<file path="src/rtl/wt_snoop_pkg.sv">
package wt_snoop_pkg;
  typedef enum logic [1:0] {
    CMD_NONE  = 2'b00,
    CMD_READ  = 2'b01,
    CMD_RDX   = 2'b10,
    CMD_WRITE = 2'b11
  } bus_cmd_e;

  typedef enum logic {
    CS_IDLE = 1'b0,
    CS_BUS  = 1'b1
  } ctl_state_e;
endpackage

</file>
<file path="src/rtl/wt_snoop_filter.sv">
module wt_snoop_filter #(
  parameter int ADDR_W  = 12,
  parameter int IDX_W   = 3,
  parameter int ID_W    = 2,
  parameter int SELF_ID = 1,
  localparam int TAG_W  = ADDR_W - IDX_W
) (
  input  logic              snp_valid,
  input  logic [1:0]        snp_cmd,
  input  logic [ADDR_W-1:0] snp_addr,
  input  logic [ID_W-1:0]   snp_master,
  output logic              kill_req,
  output logic [IDX_W-1:0]  kill_idx,
  output logic [TAG_W-1:0]  kill_tag
);
  import wt_snoop_pkg::*;

  logic foreign;
  logic exclusive;

  always_comb begin
    foreign   = (snp_master != ID_W'(SELF_ID));
    exclusive = (snp_cmd == CMD_WRITE) || (snp_cmd == CMD_RDX);
    kill_req  = snp_valid && foreign && exclusive;
    kill_idx  = snp_addr[IDX_W-1:0];
    kill_tag  = snp_addr[ADDR_W-1:IDX_W];
  end
endmodule

</file>
<file path="src/rtl/wt_tag_store.sv">
module wt_tag_store #(
  parameter int IDX_W = 3,
  parameter int TAG_W = 9,
  localparam int LINES = 1 << IDX_W
) (
  input  logic             clk,
  input  logic             rst,
  input  logic [IDX_W-1:0] lk_idx,
  input  logic [TAG_W-1:0] lk_tag,
  output logic             lk_hit,
  input  logic             fill_en,
  input  logic [IDX_W-1:0] fill_idx,
  input  logic [TAG_W-1:0] fill_tag,
  input  logic             kill_req,
  input  logic [IDX_W-1:0] kill_idx,
  input  logic [TAG_W-1:0] kill_tag,
  output logic [LINES-1:0] valid_vec
);
  logic [TAG_W-1:0] tag_mem [LINES];
  logic [LINES-1:0] valid_q;
  logic             snoop_hit;

  always_comb begin
    snoop_hit = kill_req && valid_q[kill_idx] && (tag_mem[kill_idx] == kill_tag);
    lk_hit    = valid_q[lk_idx] && (tag_mem[lk_idx] == lk_tag)
                && !(snoop_hit && (kill_idx == lk_idx));
    valid_vec = valid_q;
  end

  // tag memory: write-only on fill, no reset, so it maps to distributed RAM
  always_ff @(posedge clk) begin
    if (fill_en) tag_mem[fill_idx] <= fill_tag;
  end

  // valid bits: fill wins over a snoop kill on the same index
  always_ff @(posedge clk) begin
    if (rst) begin
      valid_q <= '0;
    end else begin
      if (snoop_hit) valid_q[kill_idx] <= 1'b0;
      if (fill_en)   valid_q[fill_idx] <= 1'b1;
    end
  end

  assert_fill_sets_valid_R2: assert property (@(posedge clk) disable iff (rst)
    fill_en |=> valid_q[$past(fill_idx)]);

  assert_snoop_clears_R6: assert property (@(posedge clk) disable iff (rst)
    (snoop_hit && !(fill_en && fill_idx == kill_idx)) |=> !valid_q[$past(kill_idx)]);
endmodule

</file>
<file path="src/rtl/wt_req_fsm.sv">
module wt_req_fsm #(
  parameter int ADDR_W = 12,
  parameter int IDX_W  = 3,
  parameter int DATA_W = 32,
  localparam int TAG_W = ADDR_W - IDX_W
) (
  input  logic              clk,
  input  logic              rst,
  input  logic              cpu_valid,
  input  logic              cpu_write,
  input  logic [ADDR_W-1:0] cpu_addr,
  input  logic [DATA_W-1:0] cpu_wdata,
  output logic              cpu_ready,
  input  logic              lk_hit,
  output logic              bus_req,
  output logic [1:0]        bus_cmd,
  output logic [ADDR_W-1:0] bus_addr,
  output logic [DATA_W-1:0] bus_wdata,
  input  logic              bus_gnt,
  input  logic              bus_done,
  output logic              fill_en,
  output logic [IDX_W-1:0]  fill_idx,
  output logic [TAG_W-1:0]  fill_tag
);
  import wt_snoop_pkg::*;

  ctl_state_e state;
  bus_cmd_e   cmd_q;
  logic       finish;

  always_comb begin
    finish   = (state == CS_BUS) && bus_gnt && bus_done;
    fill_en  = finish;
    fill_idx = bus_addr[IDX_W-1:0];
    fill_tag = bus_addr[ADDR_W-1:IDX_W];
    bus_cmd  = cmd_q;
  end

  always_ff @(posedge clk) begin
    if (rst) begin
      state     <= CS_IDLE;
      cpu_ready <= 1'b0;
      bus_req   <= 1'b0;
      cmd_q     <= CMD_NONE;
      bus_addr  <= '0;
      bus_wdata <= '0;
    end else begin
      cpu_ready <= 1'b0;
      case (state)
        CS_IDLE: begin
          if (cpu_valid && !cpu_ready) begin
            if (!cpu_write && lk_hit) begin
              cpu_ready <= 1'b1;
            end else begin
              state     <= CS_BUS;
              bus_req   <= 1'b1;
              bus_addr  <= cpu_addr;
              bus_wdata <= cpu_wdata;
              if (!cpu_write)  cmd_q <= CMD_READ;
              else if (lk_hit) cmd_q <= CMD_WRITE;
              else             cmd_q <= CMD_RDX;
            end
          end
        end
        CS_BUS: begin
          if (finish) begin
            state     <= CS_IDLE;
            bus_req   <= 1'b0;
            cmd_q     <= CMD_NONE;
            cpu_ready <= 1'b1;
          end
        end
        default: state <= CS_IDLE;
      endcase
    end
  end

  assert_ready_pulse_R11: assert property (@(posedge clk) disable iff (rst)
    cpu_ready |=> !cpu_ready);

  assert_req_hold_R9: assert property (@(posedge clk) disable iff (rst)
    (bus_req && !(bus_gnt && bus_done)) |=>
      (bus_req && $stable(bus_cmd) && $stable(bus_addr)));

  assert_hit_no_bus_R4: assert property (@(posedge clk) disable iff (rst)
    (state == CS_IDLE && cpu_valid && !cpu_ready && !cpu_write && lk_hit) |=>
      (cpu_ready && !bus_req));

  assert_cmd_idle_R1: assert property (@(posedge clk) disable iff (rst)
    !bus_req |-> (bus_cmd == CMD_NONE));
endmodule

</file>
<file path="src/rtl/wt_snoop_ctrl.sv">
module wt_snoop_ctrl #(
  parameter int ADDR_W  = 12,
  parameter int IDX_W   = 3,
  parameter int DATA_W  = 32,
  parameter int ID_W    = 2,
  parameter int SELF_ID = 1,
  localparam int TAG_W  = ADDR_W - IDX_W,
  localparam int LINES  = 1 << IDX_W
) (
  input  logic              clk,
  input  logic              rst,
  input  logic              cpu_valid,
  input  logic              cpu_write,
  input  logic [ADDR_W-1:0] cpu_addr,
  input  logic [DATA_W-1:0] cpu_wdata,
  output logic              cpu_ready,
  output logic              bus_req,
  output logic [1:0]        bus_cmd,
  output logic [ADDR_W-1:0] bus_addr,
  output logic [DATA_W-1:0] bus_wdata,
  input  logic              bus_gnt,
  input  logic              bus_done,
  input  logic              snp_valid,
  input  logic [1:0]        snp_cmd,
  input  logic [ADDR_W-1:0] snp_addr,
  input  logic [ID_W-1:0]   snp_master
);
  logic             kill_req;
  logic [IDX_W-1:0] kill_idx;
  logic [TAG_W-1:0] kill_tag;
  logic             lk_hit;
  logic             fill_en;
  logic [IDX_W-1:0] fill_idx;
  logic [TAG_W-1:0] fill_tag;
  logic [LINES-1:0] valid_vec;

  wt_snoop_filter #(.ADDR_W(ADDR_W), .IDX_W(IDX_W), .ID_W(ID_W), .SELF_ID(SELF_ID)) u_filter (
    .snp_valid(snp_valid), .snp_cmd(snp_cmd), .snp_addr(snp_addr), .snp_master(snp_master),
    .kill_req(kill_req), .kill_idx(kill_idx), .kill_tag(kill_tag)
  );

  wt_tag_store #(.IDX_W(IDX_W), .TAG_W(TAG_W)) u_tags (
    .clk(clk), .rst(rst),
    .lk_idx(cpu_addr[IDX_W-1:0]), .lk_tag(cpu_addr[ADDR_W-1:IDX_W]), .lk_hit(lk_hit),
    .fill_en(fill_en), .fill_idx(fill_idx), .fill_tag(fill_tag),
    .kill_req(kill_req), .kill_idx(kill_idx), .kill_tag(kill_tag),
    .valid_vec(valid_vec)
  );

  wt_req_fsm #(.ADDR_W(ADDR_W), .IDX_W(IDX_W), .DATA_W(DATA_W)) u_fsm (
    .clk(clk), .rst(rst),
    .cpu_valid(cpu_valid), .cpu_write(cpu_write), .cpu_addr(cpu_addr), .cpu_wdata(cpu_wdata),
    .cpu_ready(cpu_ready), .lk_hit(lk_hit),
    .bus_req(bus_req), .bus_cmd(bus_cmd), .bus_addr(bus_addr), .bus_wdata(bus_wdata),
    .bus_gnt(bus_gnt), .bus_done(bus_done),
    .fill_en(fill_en), .fill_idx(fill_idx), .fill_tag(fill_tag)
  );

  assert_own_snoop_ignored_R8: assert property (@(posedge clk) disable iff (rst)
    (snp_valid && snp_master == ID_W'(SELF_ID) && !fill_en) |=> (valid_vec == $past(valid_vec)));

  assert_snoop_read_ignored_R7: assert property (@(posedge clk) disable iff (rst)
    (snp_valid && snp_cmd == 2'b01 && !fill_en) |=> (valid_vec == $past(valid_vec)));
endmodule

</file>
<file path="config.mk">
export PLATFORM = sky130hd
export DESIGN_NAME = wt_snoop_ctrl
export DESIGN_NICKNAME = d
export VERILOG_FILES = /design/src/rtl/wt_snoop_pkg.sv /design/src/rtl/wt_snoop_filter.sv /design/src/rtl/wt_tag_store.sv /design/src/rtl/wt_req_fsm.sv /design/src/rtl/wt_snoop_ctrl.sv
export SDC_FILE = /design/constraint.sdc
export NUM_CORES = 1
export LEC_CHECK = 0
export CAP_MARGIN = 5
export CORE_MARGIN = 1.5
export CORE_UTILIZATION = 48
export DETAILED_ROUTE_END_ITERATION = 16
export PLACE_DENSITY_LB_ADDON = 0.25
export RECOVER_POWER = 50
export SYNTH_ARGS = -nofsm -noshare
export SYNTH_HDL_FRONTEND = slang
export SYNTH_SLANG_ARGS = --single-unit
</file>
<file path="constraint.sdc">
create_clock -name clk -period 2.59 [get_ports clk]
set_clock_uncertainty 0.2 [all_clocks]
set_input_delay 0.3885 -clock clk [delete_from_list [all_inputs] [get_ports clk]]
set_output_delay 0.3885 -clock clk [all_outputs]
set_load 0.01 [all_outputs]
</file>
==> flow_summary.ini <==
[drt]
drtIter0Drc = 525
first_pass_iters = 5
num_vias = 4896
antenna_left = 0
drt_wl_total_mm = 17.61
drcViolationCount = 0
via_per_inst = 5.501
wl_per_cell_um = 19.79

[timing]
min_period_ns = 2.926
slew_viol_final = 0
fmax_ghz = 0.3418
rsz0062_at_grt = yes
setup_tns_ns = -13.28
worst_slew_pin_slew_ns = 0.9509
relSlewSlack_pct = 36.61
timing.final.crit_share_pct = 113.0
final.setup.worst_slack_ns = -0.3360
hold_viol_final = 0
setup_violations = 48

[finish]
syn_to_final_growth_pct = 43.68
layout-drive-gt1-share_pct = 26.33
seq_area_mm2 = 0.003303
fillers = 911
multiInputGateArea_mm2 = 0.002970
nets = 768
final_util_pct = 70.18
layout_commonest_cell = clkdlybuf4s50_1
final_cell_area_mm2 = 0.009256
final_cell_mix = clkdlybuf4s50_1 (106), mux2i_1 (84), nand2b_1 (79)
diodes = 0

[min_path]
hold_end = u_fsm.bus_req$_SDFFE_PP0P_
hold_depth = 2
hold_path_startpoint = u_fsm.bus_req$_SDFFE_PP0P_
worstHoldPathType = reg -> reg

[floorplan]
die_y_um = 118.9
die_w_um = 118.9
initial_core_util_pct = 48.84
ios = 115
row_count = 42
dieArea_mm2 = 0.01413
design.core.area_mm2 = 0.01319

[clock_tree]
cts_tree = yes
numCtsBuffers = 17
htreeDepth = 4
clk_latency_ns = 0.42
clkTransAtPathRegs_ns = 0.06
clockBufferDepth = 2
clockRootBuffer = clkbuf_16
cts_hold_buf = 0
numClockSinks = 129

[setup_path]
rr_endpoint = u_fsm.bus_wdata[23]$_SDFFE_PP0P_
crit_fanout = 10
endpoint_kind = register
rrSetupSlack_ns = -0.34
critPathKind = reg -> reg
startpoint_type = register
rr_startpoint = u_tags.tag_mem[3][2]$_DFFE_PP_
reg2regPathDepth = 10
critPathArrivalTime_ns = 3.07
cp.required_ns = 2.73

[global_routing]
grt.total_usage_pct = 25.75
antenna_found_initial = 0
grt_pass1_wl_mm = 27.10
grt_max_degree = 49
grt.overflow.total = 0
grt_pass1_vias = 5101

[logic_synthesis]
synth.distinct_cells = 53
synth-seq-cells = 129
synth_ff_type = edfxtp_1
yosysWarnings = 0
async_reset_ff_share_pct = 0
netlist_instances = 497
synth_area_mm2 = 0.006442
synth-edff-count = 72
yosysSeqAreaShare_pct = 51.27
syn_nets = 564
syn_avg_cell_area_um2 = 12.96

[power_and_ir_drop]
leakagePower_nw = 3.550
power.density_mw_per_mm2 = 601.6
vdd_ir_drop_max_mv = 0.3529
total_power_w = 0.005569

[place]
place_ws_ns = -1.106
gp_congestion = 0.9552
hpwl_mm = 11.48
dpl_cell_area_mm2 = 0.008232
io_buffers = 113

[run]
drv_cap = 0

[status]
outcome = finished, violations left
violations = negative setup slack
## worst max-delay path by stage
| stage | slack, ns | depth (start not counted) | endpoint | from |
|---|---|---|---|---|
| floorplan | -0.18 | 11 | u_fsm.bus_addr[0]$_SDFFE_PP0P_ | snp_addr[0] |
| global placement | -1.02 | 11 | u_fsm.bus_wdata[5]$_SDFFE_PP0P_ | snp_addr[0] |
| detailed placement | -1.11 | 11 | u_fsm.bus_addr[7]$_SDFFE_PP0P_ | snp_addr[0] |
| CTS | -0.31 | 10 | u_fsm.bus_wdata[29]$_SDFFE_PP0P_ | u_tags.tag_mem[2][2]$_DFFE_PP_ |
| global route | -0.42 | 10 | u_fsm.bus_wdata[29]$_SDFFE_PP0P_ | u_tags.tag_mem[7][2]$_DFFE_PP_ |
| finish | -0.34 | 10 | u_fsm.bus_wdata[23]$_SDFFE_PP0P_ | u_tags.tag_mem[3][2]$_DFFE_PP_ |
## logic make-up (layout without fill, tap and decap cells)
kind of cell	Yosys count	in the layout	share of synthesized area (%)
buffers and inverters	38	255	4.894
multiplexers	112	112	21.58
XOR/XNOR	15	15	2.039
flip-flops	129	129	51.27
AO/OA/AOI/OAI	44	44	5.418
AND/OR/NAND/NOR	159	159	14.80
## metal layers
layer  GRT usage, %  part of all wire (%)  vias up  routed length [um]
met2          41.93                    48      218                8369
li1               -                     -     2248                   -
met3          7.567                   7.5       34                1321
met4          9.036                   2.1        0                 365
met1          32.93                    43     2396                7555
met5              0                     0        -                   0
## cell type report
cell class | count | area share (%)
clock buffers | 17 | 4.596
clock inverters | 15 | 2.068
inverters | 7 | 0.2839
multi-input cells | 330 | 32.09
flip-flops and latches | 129 | 35.69
well taps | 176 | 2.379
repair buffers | 216 | 22.90
## worst max-delay path, cell delays in order, from the launching register on
cell,delay [ns]
edfxtp_1,0.39
mux4_2,0.48
mux2i_1,0.17
xnor2_1,0.13
a221oi_2,0.26
nand2_2,0.13
o311ai_4,0.31
nor2b_4,0.27
buf_4,0.16
buf_12,0.14
mux2i_2,0.21
## flip-flops by register name, indices dropped and copies added, names as in the netlist
signal	cells
u_fsm.bus_req	1
u_tags.valid_vec	8
u_fsm.bus_cmd	2
u_fsm.bus_addr	12
u_fsm.bus_wdata	32
u_fsm.cpu_ready	1
u_tags.tag_mem	72
u_fsm.state	1
## synthesized netlist by cell type (4+ instances only)
cell type	n	area share, %
nand2_1	9	0.52
inv_1	7	0.41
dfxtp_1	57	18
nand3_1	8	0.62
or2b_1	12	1.4
mux4_1	4	1.6
mux2i_1	89	14
a21oi_1	6	0.47
xnor2_1	6	0.82
xor2_1	9	1.2
a22oi_1	13	1.5
clkbuf_1	11	0.64
edfxtp_1	72	34
mux4_2	16	5.6
nor2_1	16	0.93
nor3_1	10	0.78
buf_4	6	0.70
buf_6	5	0.87
buf_12	6	1.9
nand2b_1	79	7.7
a22o_1	4	0.54
## timing repair
item | in CTS | in global routing
gates resized for setup | 33 | 26
endpoints found under the hold margin | 0 | 0
setup endpoints to repair | 57 | 57
gates cloned | 5 | 1
setup buffers | 14 | 3
pin swaps | 15 | 16
## power breakdown
| part | total [W] | internal [W] | leakage, nW | switching (W) |
|---|---|---|---|---|
| Combinational | 0.000797 | 0.000466 | 2.15 | 0.000331 |
| Clock | 0.00248 | 0.00160 | 0.294 | 0.000878 |
| Sequential | 0.00229 | 0.00223 | 1.10 | 0.0000622 |
| Total | 0.00557 | 0.00430 | 3.55 | 0.00127 |
## metrics by stage
stage / hold WS, ns / cells
detailed placement: 0.2497 / 838
floorplan: 0.2629 / 497
global placement: 0.2472 / 838
finish: 0.2696 / 890
global route: 0.2971 / 890
CTS: 0.2669 / 887
Power figures use the tool's default switching activity.
